`config.mk`:
```
export PLATFORM = sky130hd
export DESIGN_NAME = bus_unstick_seq
export DESIGN_NICKNAME = d
export VERILOG_FILES = /design/src/rtl/bus_unstick_seq.sv
export SDC_FILE = /design/constraint.sdc
export NUM_CORES = 1
export LEC_CHECK = 0
export BUFFER_PORTS_ARGS = -buffer_cell sky130_fd_sc_hd__buf_4
export CORE_ASPECT_RATIO = 1.1
export CORE_MARGIN = 1
export CORE_UTILIZATION = 32
export CTS_BUF_LIST = sky130_fd_sc_hd__clkbuf_4 sky130_fd_sc_hd__clkbuf_8
export CTS_CLUSTER_SIZE = 24
export DETAILED_ROUTE_END_ITERATION = 10
export PLACE_DENSITY = 0.56
export SYNTH_ARGS = -nofsm -noshare
export SYNTH_HDL_FRONTEND = slang
export SYNTH_SLANG_ARGS = --single-unit
```
`constraint.sdc`:
```
create_clock -name clk -period 2 [get_ports clk]
set_clock_uncertainty 0.15 [all_clocks]
set_input_delay 0.4 -clock clk [delete_from_list [all_inputs] [get_ports clk]]
set_output_delay 0.4 -clock clk [all_outputs]
set_load 0.05 [all_outputs]
```
`src/rtl/bus_unstick_seq.sv`:
```
module bus_unstick_seq #(
  parameter int CLK_PER_US = 250,
  parameter int STEP_US    = 5,
  parameter int PULSES     = 9
) (
  input  logic        clk,
  input  logic        rst_n,
  input  logic        start_i,
  input  logic        reg_we_i,
  input  logic [11:0] reg_wdata_i,
  output logic [11:0] reg_rdata_o,
  input  logic [2:0]  irq_set_i,
  input  logic        sda_in_i,
  input  logic        scl_in_i,
  output logic        sda_low_o,
  output logic        scl_low_o,
  output logic        busy_o,
  output logic        done_o
);
  localparam int STEP_CYC   = CLK_PER_US * STEP_US;
  localparam int CW         = (STEP_CYC > 1) ? $clog2(STEP_CYC) : 1;
  localparam int PULSE_STEP = 2 * PULSES;
  localparam int LAST_STEP  = PULSE_STEP + 2;
  localparam int SW         = $clog2(LAST_STEP + 1);

  logic [CW-1:0] cnt;
  logic [SW-1:0] step;
  logic          busy, done, ovr_sda, ovr_scl;
  logic [2:0]    irq_q;
  logic          unused_wbits;

  assign unused_wbits = ^{reg_wdata_i[11:10], reg_wdata_i[7:3]};

  function automatic logic [1:0] ovr_of(input logic [SW-1:0] s);
    if (int'(s) < PULSE_STEP)          return {1'b0, s[0]};
    else if (int'(s) == PULSE_STEP)    return 2'b11;
    else if (int'(s) == PULSE_STEP+1)  return 2'b10;
    else                               return 2'b00;
  endfunction

  wire step_end = (int'(cnt) == STEP_CYC - 1);
  wire last     = (int'(step) == LAST_STEP);

  always_ff @(posedge clk or negedge rst_n) begin
    if (!rst_n) begin
      busy    <= 1'b0;
      done    <= 1'b0;
      step    <= '0;
      cnt     <= '0;
      ovr_sda <= 1'b0;
      ovr_scl <= 1'b0;
    end else begin
      done <= 1'b0;
      if (!busy) begin
        if (start_i) begin
          busy                <= 1'b1;
          step                <= '0;
          cnt                 <= '0;
          {ovr_sda, ovr_scl}  <= ovr_of('0);
        end else if (reg_we_i) begin
          {ovr_scl, ovr_sda}  <= reg_wdata_i[9:8];
        end
      end else if (step_end) begin
        cnt <= '0;
        if (last) begin
          busy <= 1'b0;
          done <= 1'b1;
        end else begin
          step               <= step + 1'b1;
          {ovr_sda, ovr_scl} <= ovr_of(step + 1'b1);
        end
      end else begin
        cnt <= cnt + 1'b1;
      end
    end
  end

  always_ff @(posedge clk or negedge rst_n) begin
    if (!rst_n) irq_q <= '0;
    else        irq_q <= (irq_q & ~(reg_we_i ? reg_wdata_i[2:0] : 3'b000)) | irq_set_i;
  end

  assign reg_rdata_o = {scl_in_i, sda_in_i, ovr_scl, ovr_sda, 5'b00000, irq_q};
  assign sda_low_o   = ovr_sda;
  assign scl_low_o   = ovr_scl;
  assign busy_o      = busy;
  assign done_o      = done;


  done_single_chk: assert property (@(posedge clk) disable iff (!rst_n) done |=> !done);

  busy_fall_chk: assert property (@(posedge clk) disable iff (!rst_n) $fell(busy) |-> done);

  step_hold_chk: assert property (@(posedge clk) disable iff (!rst_n)
    busy && cnt != '0 |-> $stable({ovr_sda, ovr_scl}));

  ignore_start_chk: assert property (@(posedge clk) disable iff (!rst_n)
    busy && start_i && step != '0 |=> step != '0);

  pulse_sda_free_chk: assert property (@(posedge clk) disable iff (!rst_n)
    busy && int'(step) < PULSE_STEP |-> !ovr_sda);

  tail_clear_chk: assert property (@(posedge clk) disable iff (!rst_n)
    busy && last |-> !ovr_sda && !ovr_scl);

  irq_set_chk: assert property (@(posedge clk) disable iff (!rst_n)
    irq_set_i[0] |=> irq_q[0]);
endmodule

```
Word level (Yosys, flattened, before mapping)
Index checks and enable logic that the tools add are counted.
{"block": "totals", "ff_bits": 23, "input_bits": 21, "out_inout_bits": 16}
{"block": "classes", "mux": 28, "n_reduce_logical": 4, "bitwise_logic": 3, "magnitude_cmp": 1, "n_addsub": 2, "eq_ne": 6}
{"operator": "2-to-1 mux 11 bit", "n": 3}
{"operator": "2-to-1 mux 5 bit", "n": 4}
{"operator": "2-to-1 mux 1 bit", "n": 17}
{"operator": "equality test 5 bit, second input constant", "n": 3}
{"operator": "adder 11 x 1 -> 11 bit, second input constant", "n": 1}
{"operator": "equality test 11 bit, second input constant", "n": 1}
{"operator": "2-to-1 mux 2 bit", "n": 3}
{"operator": "AND reduction 3 bit", "n": 2}
{"operator": "adder 5 x 1 -> 5 bit, second input constant", "n": 1}
{"operator": "< comparator 5 bit, second input constant", "n": 1}
{"operator": "bitwise AND 3 bit", "n": 1}
{"operator": "2-to-1 mux 3 bit", "n": 1}
{"operator": "inverter 3 bit", "n": 1}
{"operator": "bitwise OR 3 bit", "n": 1}
{"operator": "nonzero test 3 bit", "n": 1}
{"operator": "inequality test 2 x 1 -> 1 bit, second input constant", "n": 1}
{"operator": "inequality test 2 bit, second input constant", "n": 1}
{"operator": "nonzero test 2 bit", "n": 1}

Longest topological paths before layout
Gate-level depths: netlist of run 1.
{"block": "logic_depth", "ltp_word": 8, "mapped_depth": 7}

Least setup slack after synthesis of run 1
No wires, ideal clock.
{"block": "synth_timing", "kind": "reg-to-reg", "startpoint": "register step[0]", "endpoint": "register ovr_scl, in the netlist scl_low_o", "t_arrival_ns": 1.635, "slack_ns": 0.073, "stages_incl_launch_ff": 8, "required_ns": 1.708, "path_cell_list": "dfrtp_1 clkbuf_1 inv_1 ha_1 a21oi_1 o2111a_1 o41ai_1 a41oi_1"}
{"block": "synth_between", "elab_chain_len": 7}
{"element": "start: declaration", "line_no": "27", "source": "logic [SW-1:0] step;"}
{"element": "start signal: assignment", "line_no": "69", "source": "step <= step + 1'b1;"}
{"element": "branches (longest 7 deep; another with adder 5 x 1 -> 5 bit)"}
{"element": "end signal: assignment", "line_no": "59", "source": "{ovr_sda, ovr_scl} <= ovr_of('0);"}
{"element": "end signal: assignment", "line_no": "61", "source": "{ovr_scl, ovr_sda} <= reg_wdata_i[9:8];"}
{"element": "end signal: assignment", "line_no": "70", "source": "{ovr_sda, ovr_scl} <= ovr_of(step + 1'b1);"}
{"element": "end: declaration", "line_no": "28", "source": "logic busy, done, ovr_sda, ovr_scl;"}
Parallel ways; which one is timed is not known. The select of a mux whose other input is x is not followed.
A chain may end at the register's enable or synchronous reset.

Worst setup path after layout of run 1
{"block": "layout_timing", "startpoint": "register cnt[1]", "endpoint": "register step[2]"}
{"block": "layout_between", "elab_chain_len": 3}
{"element": "start: declaration", "line_no": "26", "source": "logic [CW-1:0] cnt;"}
{"element": "start signal: assignment", "line_no": "73", "source": "cnt <= cnt + 1'b1;"}
{"element": "equality test 11 bit", "line_no": "41", "source": "wire step_end = (int'(cnt) == STEP_CYC - 1);"}
{"element": "inequality test 2 x 1 -> 1 bit (no line)"}
{"element": "AND reduction 3 bit (no line)"}
No other way between the ends.

==> results.toml, run 1 <==
[worst_setup_path]
critPathRequiredTime_ps = 2010
r2r_cells = 6
worst_ep_arrival_time_ps = 1850
setup.worst_path.start_class = "register"
crit_path_end_kind = "register"
path_class = "register to register"
crit_path_max_fanout = 7

[power]
powerDensity_mw_per_mm2 = 803
power_mw = 1.46
max-vdd-ir-drop_mv = 0.392
p_leak_nw = 0.794
switching_share = 0.366
p_seq_frac = 0.433
combPwrFrac = 0.361
p_int_mw = 0.927
p_clk_frac = 0.206
switching_power_mw = 0.535

[routing]
postRouteAntennaNets = 0
dr_wl_met3_um = 148
routed.top_layer = "met4"
wl_met1_um = 1560
first_pass_iters = 4
drc = 0
vias_per_cell = 5.50
wl_met2_um = 1820
wire_per_inst_um = 14.6
wl_um = 3600
num_vias = 1353
drt_iter0_drc = 79

[cells_and_area]
diodes = 0
multiInputGateArea_um2 = 821
fin_nets = 220
final_cell_area_mm2 = 0.00182
drive_above_1_share = 0.255
regArea_um2 = 577
fin_cells = 246
filler_cell_count = 429
syn_to_final_growth_pct = 20.0
post-route-util = 0.413

[sta]
slew_violations = 0
tns_ps = 0
rsz0062_at_grt = "false"
hold_violations = 0
postLayoutSetupSlackWorst_ps = 162
period_minus_slack_ps = 1840
fin_crit_sh = 0.919
setup_viol = 0
hold_slack_ps = 158
max_freq_mhz = 544

[floorplanning]
start_util = 0.344
core_area_mm2 = 0.00441
ios = 37
die_area_mm2 = 0.00502
die_h_um = 74.2
placementRows = 25
die_x_um = 67.7

[place]
post-place-ws_ps = 43.6
placedCellCount = 238
portBuffers = 20
dp_hpwl_um = 2750
placed_cell_area_mm2 = 0.00172
gp_congestion = 0.822

[job]
drv_cap = 0

[clocking]
cts.sinks = 23
insertion_delay_ps = 260
clk_path_buf_depth = 2
root_buffer = "clkbuf_8"
cts_made_buffers = 3
tritoncts = "done"
cts.reportedPaths.clkPinSlew_ps = 80
h-tree-depth = 1

[logic_synthesis]
synth.area.top_cells = "dfrtp_1, buf_4, ha_1"
ys_seq_elements = 23
synth_cell_types = 47
synth_edf_count = 0
synth.avg_cell_area_um2 = 9.14
yosys_warnings = 0
synth.largest_area_cell = "dfrtp_1"
syn_area_mm2 = 0.00152
synth_most_common_cell = "dfrtp_1"
syn_inst = 166
seq_area_frac_synth = 0.379
synth_commonest_cells = "dfrtp_1, nand2_1"
postSynth.asyncResetShare = 1.00
synthFlopType = "dfrtp_1"
synth_top_area_frac = 0.379

[global_routing]
antenna_found_initial = 0
grt_pass1_wl_um = 5920
track_usage = 0.158
grt_pass1_vias = 1300
grt_start_max_net_pins = 24
grt_overflow = 0

[hold_path]
hold_path_class = "primary input to register"
whs_path_depth = 2

[status]
outcome = "finished, final reports clean"
sequential cells by signal (all words and copies together), names as in the netlist:
signal and count:
busy_o 1, scl_low_o 1, done_o 1, irq_q 3
step 5, sda_low_o 1, cnt 11
cell families (layout without fill, tap and decap cells):
logic type,Yosys count,after routing,share of synthesized area
other,1,5,0.00247
AO/OA/AOI/OAI,51,51,0.244
AND/OR/NAND/NOR,59,59,0.223
adder cells (fa/ha/maj),6,6,0.0495
flip-flops,23,23,0.379
multiplexers,1,1,0.00660
buffers and inverters,25,47,0.0948
power groups by stage:
| stage | Combinational [mW] | Clock [mW] | Sequential (mW) |
|---|---|---|---|
| detailed placement | 0.524 | 0 | 0.640 |
| finish | 0.528 | 0.301 | 0.633 |
| floorplan | 0.323 | 0 | 0.680 |
| global route | 0.576 | 0.341 | 0.644 |
| CTS | 0.527 | 0.313 | 0.631 |
| global placement | 0.510 | 0 | 0.635 |
worst paths after layout:
kind,startpoint,endpoint,slack [ps]
min in group asynchronous,rst_n,cnt[6],400
worst max register to register,cnt[1],step[2],160
worst max-delay path,cnt[1],step[2],160
max in group asynchronous,rst_n,step[0],1050
worst min-delay path,irq_set_i[0],irq_q[0],160
worst min register to register,irq_q[0],irq_q[0],340
layout by cell type, fill, tap and decap left out, types with 4 or more instances in the layout:
cell / n
inv_1: 7
dfrtp_1: 22
nor3_1: 6
nand4_1: 4
o21ai_0: 10
conb_1: 5
buf_4: 33
a31oi_1: 7
nor2_1: 10
a41oi_1: 4
nand2_1: 12
nand3_1: 10
ha_1: 6
a22o_1: 7
cell type report:
cell class,count,share of cell area
timing repair buffer,35,0.152
sequential,23,0.317
inverter,8,0.0165
clock buffer,4,0.0268
multi-input combinational,122,0.451
tap,54,0.0371
repair_timing:
item	CTS	global route
buffers inserted	0	3
gates resized for setup	0	2
hold endpoints to repair	23	0
setup endpoints to repair	0	8
hold buffers	1	0
critical path, cell delays in order, from the launching register on:
cell and delay [ps]:
dfrtp_1 390, inv_1 80, ha_1 180, nor4bb_4 260, a31o_4 260, nand3_1 150, a22o_1 260
layer usage:
| layer | up-vias | track usage |
|---|---|---|
| met5 | - | 0 |
| met4 | 0 | 0.0686 |
| met3 | 10 | 0.0230 |
| met2 | 32 | 0.277 |
| met1 | 658 | 0.190 |
| li1 | 653 | - |
Note: power is estimated with default switching activity, not from simulation.
==> inputs of run 2 (changes only) <==
- PLACE_DENSITY: 0.56 -> not set
- PLACE_DENSITY_LB_ADDON: not set -> 0.15
- SLEW_MARGIN: not set -> 25
==> results.toml, run 2 (synthesized netlist as in run 1, its figures left out) <==
[clocking]
h-tree-depth = 1
root_buffer = "clkbuf_8"
clk_path_buf_depth = 2
insertion_delay_ps = 270
cts.sinks = 23
cts.reportedPaths.clkPinSlew_ps = 90
tritoncts = "done"
cts_made_buffers = 3

[worst_setup_path]
setup.worst_path.start_class = "register"
crit_path_end_kind = "register"
worst_ep_arrival_time_ps = 1900
r2r_cells = 6
crit_path_max_fanout = 6
rrSetupSlack_ps = 120
path_class = "register to register"
r2r-end = "step[2]"
critPathRequiredTime_ps = 2020
critPathLaunch = "cnt[1]"
r2r-start = "cnt[1]"

[routing]
drt_iter0_drc = 45
wl_um = 3810
wire_per_inst_um = 15.5
num_vias = 1349
drc = 0
postRouteAntennaNets = 0
vias_per_cell = 5.48
first_pass_iters = 4

[global_routing]
track_usage = 0.164
grt_start_max_net_pins = 24
grt_pass1_vias = 1337
antenna_found_initial = 0
grt_pass1_wl_um = 6220
grt_overflow = 0

[cells_and_area]
drive_above_1_share = 0.255
largest_reg_flops = 11
fin_nets = 220
syn_to_final_growth_pct = 18.9
final_common_cell = "buf_4"
layout_common_cells = "buf_4, dfrtp_1, nand2_1"
top_register = "cnt"
top_regs = "cnt: 11 flops, step: 5 flops, irq_q: 3 flops"
diodes = 0

[place]
portBuffers = 20
dp_hpwl_um = 2750
gp_congestion = 0.777
post-place-ws_ps = 33.8

[sta]
period_minus_slack_ps = 1880
max_freq_mhz = 532
fin_crit_sh = 0.940
setup_viol = 0
slew_violations = 0
hold_violations = 0
postLayoutSetupSlackWorst_ps = 119

[status]
outcome = "finished, final reports clean"

[power]
combPwrFrac = 0.359
switching_power_mw = 0.559
p_int_mw = 0.912
p_clk_frac = 0.208
max-vdd-ir-drop_mv = 0.642
p_leak_nw = 0.779
p_seq_frac = 0.433
switching_share = 0.380
powerDensity_mw_per_mm2 = 815
power_mw = 1.47

[floorplanning]
die_area_mm2 = 0.00502
die_h_um = 74.2
die_x_um = 67.7
ios = 37
placementRows = 25
core_area_mm2 = 0.00441
start_util = 0.344

[hold_path]
hp-start = "irq_set_i[1]"
hold_path_class = "primary input to register"
min_to = "irq_q[1]"
whs_path_depth = 2

[job]
drv_cap = 0
run 2: power groups by stage:
stage	logic (mW)	registers [mW]	clock network [mW]
2_1_floorplan	0.323	0.680	0
3_3_place_gp	0.514	0.637	0
3_5_place_dp	0.523	0.643	0
4_1_cts	0.528	0.633	0.314
5_1_grt	0.579	0.650	0.333
6_report	0.528	0.638	0.306
run 2: stage by stage:
step / TNS, ps / utilization / hold WS (ps) / area [µm²] / instances
4_1_cts: 0 / 0.403 / 149 / 1780 / 243
2_1_floorplan: 0 / - / -45.6 / 1530 / 170
5_1_grt: -34.9 / 0.409 / 141 / 1800 / 246
3_3_place_gp: 0 / 0.390 / 164 / 1720 / 238
3_5_place_dp: 0 / 0.390 / 169 / 1720 / 238
6_report: 0 / 0.409 / 154 / 1800 / 246
run 2: metal layers:
layer / wire [µm] / track usage
met1: 1750 / 0.206
met2: 1900 / 0.278
met3: 80 / 0.0368
met4: 70 / 0.0473
met5: 0 / 0
run 2: worst max-delay path by stage:
stage | endpoint | slack (ps)
after floorplan | scl_low_o | 70
after global placement | step[2] | 70
after detailed placement | step[2] | 30
after CTS | step[2] | 10
after global routing | cnt[7] | -20
final | step[2] | 120
run 2: cell type report:
cell class	count	area [µm²]
fill	450	2610
sequential	23	578
inverter	8	30.0
clock buffer	3	41.3
timing repair buffer	34	258
tap	54	67.6
clock inverter	1	7.51
multi-input combinational	123	822
run 2: critical path, stage by stage (launching register included):
cell and delay [ps]:
dfrtp_1 400, inv_1 70, ha_1 170, nor4bb_4 320
a31o_4 260, nand3_1 150, a22o_1 260
run 2: timing repair:
action                                 4_1_cts  5_1_grt
hold buffers                                 1        0
endpoints found under the hold margin       23        0
setup buffers                                0        2
resized for setup                            0        2
setup endpoints to repair                    0        8
==> inputs of run 3 (changes only) <==
- CTS_CLUSTER_DIAMETER: not set -> 150
- PLACE_DENSITY_LB_ADDON: 0.15 -> 0.3
==> results.toml, run 3 (synthesized netlist as in run 1, its figures left out) <==
[sta]
setup_viol = 0
postLayoutSetupSlackWorst_ps = 103
tns_ps = 0
slew_violations = 0
fin_crit_sh = 0.948
rsz0062_at_grt = "false"
hold_violations = 0
period_minus_slack_ps = 1900
max_freq_mhz = 527

[worst_setup_path]
crit_path_end_kind = "register"
crit_path_max_fanout = 6
r2r-start = "step[0]"
path_class = "register to register"
setup.worst_path.start_class = "register"
crit_cells = 6
cp_top_family = "compound AO/OA/AOI/OAI gates"
r2r-end = "scl_low_o"
crit_buf_inv = 1
critPathRequiredTime_ps = 1980
crit_chain = "inv_1 > ha_1 > a21oi_1 > o2111a_1 > o41ai_1 > a41oi_1"
crit_path_top_delay_cell = "dfrtp_1"
rrSetupSlack_ps = 100
critPathMaxStageDelay_ps = 440
r2r_cells = 6
worst_ep_arrival_time_ps = 1880

[power]
p_clk_frac = 0.210
p_leak_nw = 0.786
combPwrFrac = 0.356
p_int_mw = 0.926
switching_share = 0.365
powerDensity_mw_per_mm2 = 810
max-vdd-ir-drop_mv = 0.508
switching_power_mw = 0.533
p_seq_frac = 0.433
power_mw = 1.46

[clocking]
cts_made_buffers = 3
tritoncts = "done"
cts.reportedPaths.clkPinSlew_ps = 80
root_buffer = "clkbuf_8"
insertion_delay_ps = 260
cts.sinks = 23
h-tree-depth = 1
clk_path_buf_depth = 2

[routing]
drt_iter0_drc = 78
wl_met1_um = 1620
routed.top_layer = "met4"
wire_per_inst_um = 13.5
vias_per_cell = 5.22
dr_wl_met3_um = 68
drc = 0
wl_met2_um = 1620
postRouteAntennaNets = 0
wl_um = 3330
num_vias = 1285
first_pass_iters = 4

[floorplanning]
die_x_um = 67.7
placementRows = 25
start_util = 0.344
core_area_mm2 = 0.00441
ios = 37
die_area_mm2 = 0.00502
die_h_um = 74.2

[cells_and_area]
layout_common_cells = "buf_4, dfrtp_1, nand2_1"
top_regs = "cnt: 11 flops, step: 5 flops, irq_q: 3 flops"
syn_to_final_growth_pct = 18.7
fin_nets = 220
top_register = "cnt"
fin_cells = 246
drive_above_1_share = 0.250
post-route-util = 0.409
diodes = 0
largest_reg_flops = 11
final_common_cell = "buf_4"

[global_routing]
grt_overflow = 0
track_usage = 0.147
grt_start_max_net_pins = 24
grt_pass1_vias = 1181
grt_pass1_wl_um = 5570
antenna_found_initial = 0

[hold_path]
hold_path_class = "primary input to register"
whs_path_depth = 2
min_to = "irq_q[0]"
hp-start = "irq_set_i[0]"

[place]
placedCellCount = 237
gp_congestion = 0.757
dp_hpwl_um = 2420
post-place-ws_ps = 59.5
portBuffers = 20

[job]
drv_cap = 0

[status]
outcome = "finished, final reports clean"
==> run 3: cell types whose count changed in the layout (fill, tap and decap cells not counted), sizes merged <==
| cell | change |
|---|---|
| a31o | -1 |
| clkinvlp | -1 |
| buf | +1 |
| clkbuf | +1 |
==> run 3: repair_timing <==
| item | in CTS | in global routing |
|---|---|---|
| hold endpoints to repair | 23 | 0 |
| endpoints found under the setup margin | 0 | 6 |
| setup buffers | 0 | 4 |
| hold buffers | 1 | 0 |
| gates resized for setup | 0 | 2 |
==> run 3: final cells by class <==
class / count / area, µm²
fillers: 424 / 2610
multi-input cells: 122 / 813
flip-flops and latches: 23 / 577
repair buffers: 35 / 265
well taps: 54 / 67.6
clock buffers: 4 / 48.8
inverters: 8 / 30.0
==> run 3: worst register-to-register path: stages, from the launching register on <==
cell      delay, ps
dfrtp_1         440
inv_1           100
ha_1            350
a21oi_1          50
o2111a_1        230
o41ai_1         280
a41oi_1         160
==> run 3: metal layers <==
metal / track usage / vias to the layer above
met5: 0 / -
met4: 0.0402 / 0
met3: 0.0291 / 2
met2: 0.245 / 15
met1: 0.190 / 608
li1: - / 660
==> run 3: worst max path at each step <==
stage	slack, ps	startpoint	end
floorplan	70	step[0]	scl_low_o
global placement	70	cnt[1]	step[2]
detailed placement	60	cnt[1]	step[2]
CTS	50	cnt[1]	step[2]
global route	6	step[0]	scl_low_o
finish	100	step[0]	scl_low_o
==> run 3: power groups by stage <==
stage                     clock (mW)  combinational, mW  sequential (mW)
after detailed placement           0              0.516            0.641
after global placement             0              0.512            0.640
after CTS                      0.317              0.520            0.631
after global routing           0.330              0.576            0.645
after floorplan                    0              0.323            0.680
final                          0.307              0.520            0.632
==> run 3: stage by stage <==
step	instance area, µm²	hold WS (ps)
6_report	1800	162
5_1_grt	1800	160
4_1_cts	1770	158
3_5_place_dp	1710	167
3_3_place_gp	1710	169
2_1_floorplan	1530	-45.6
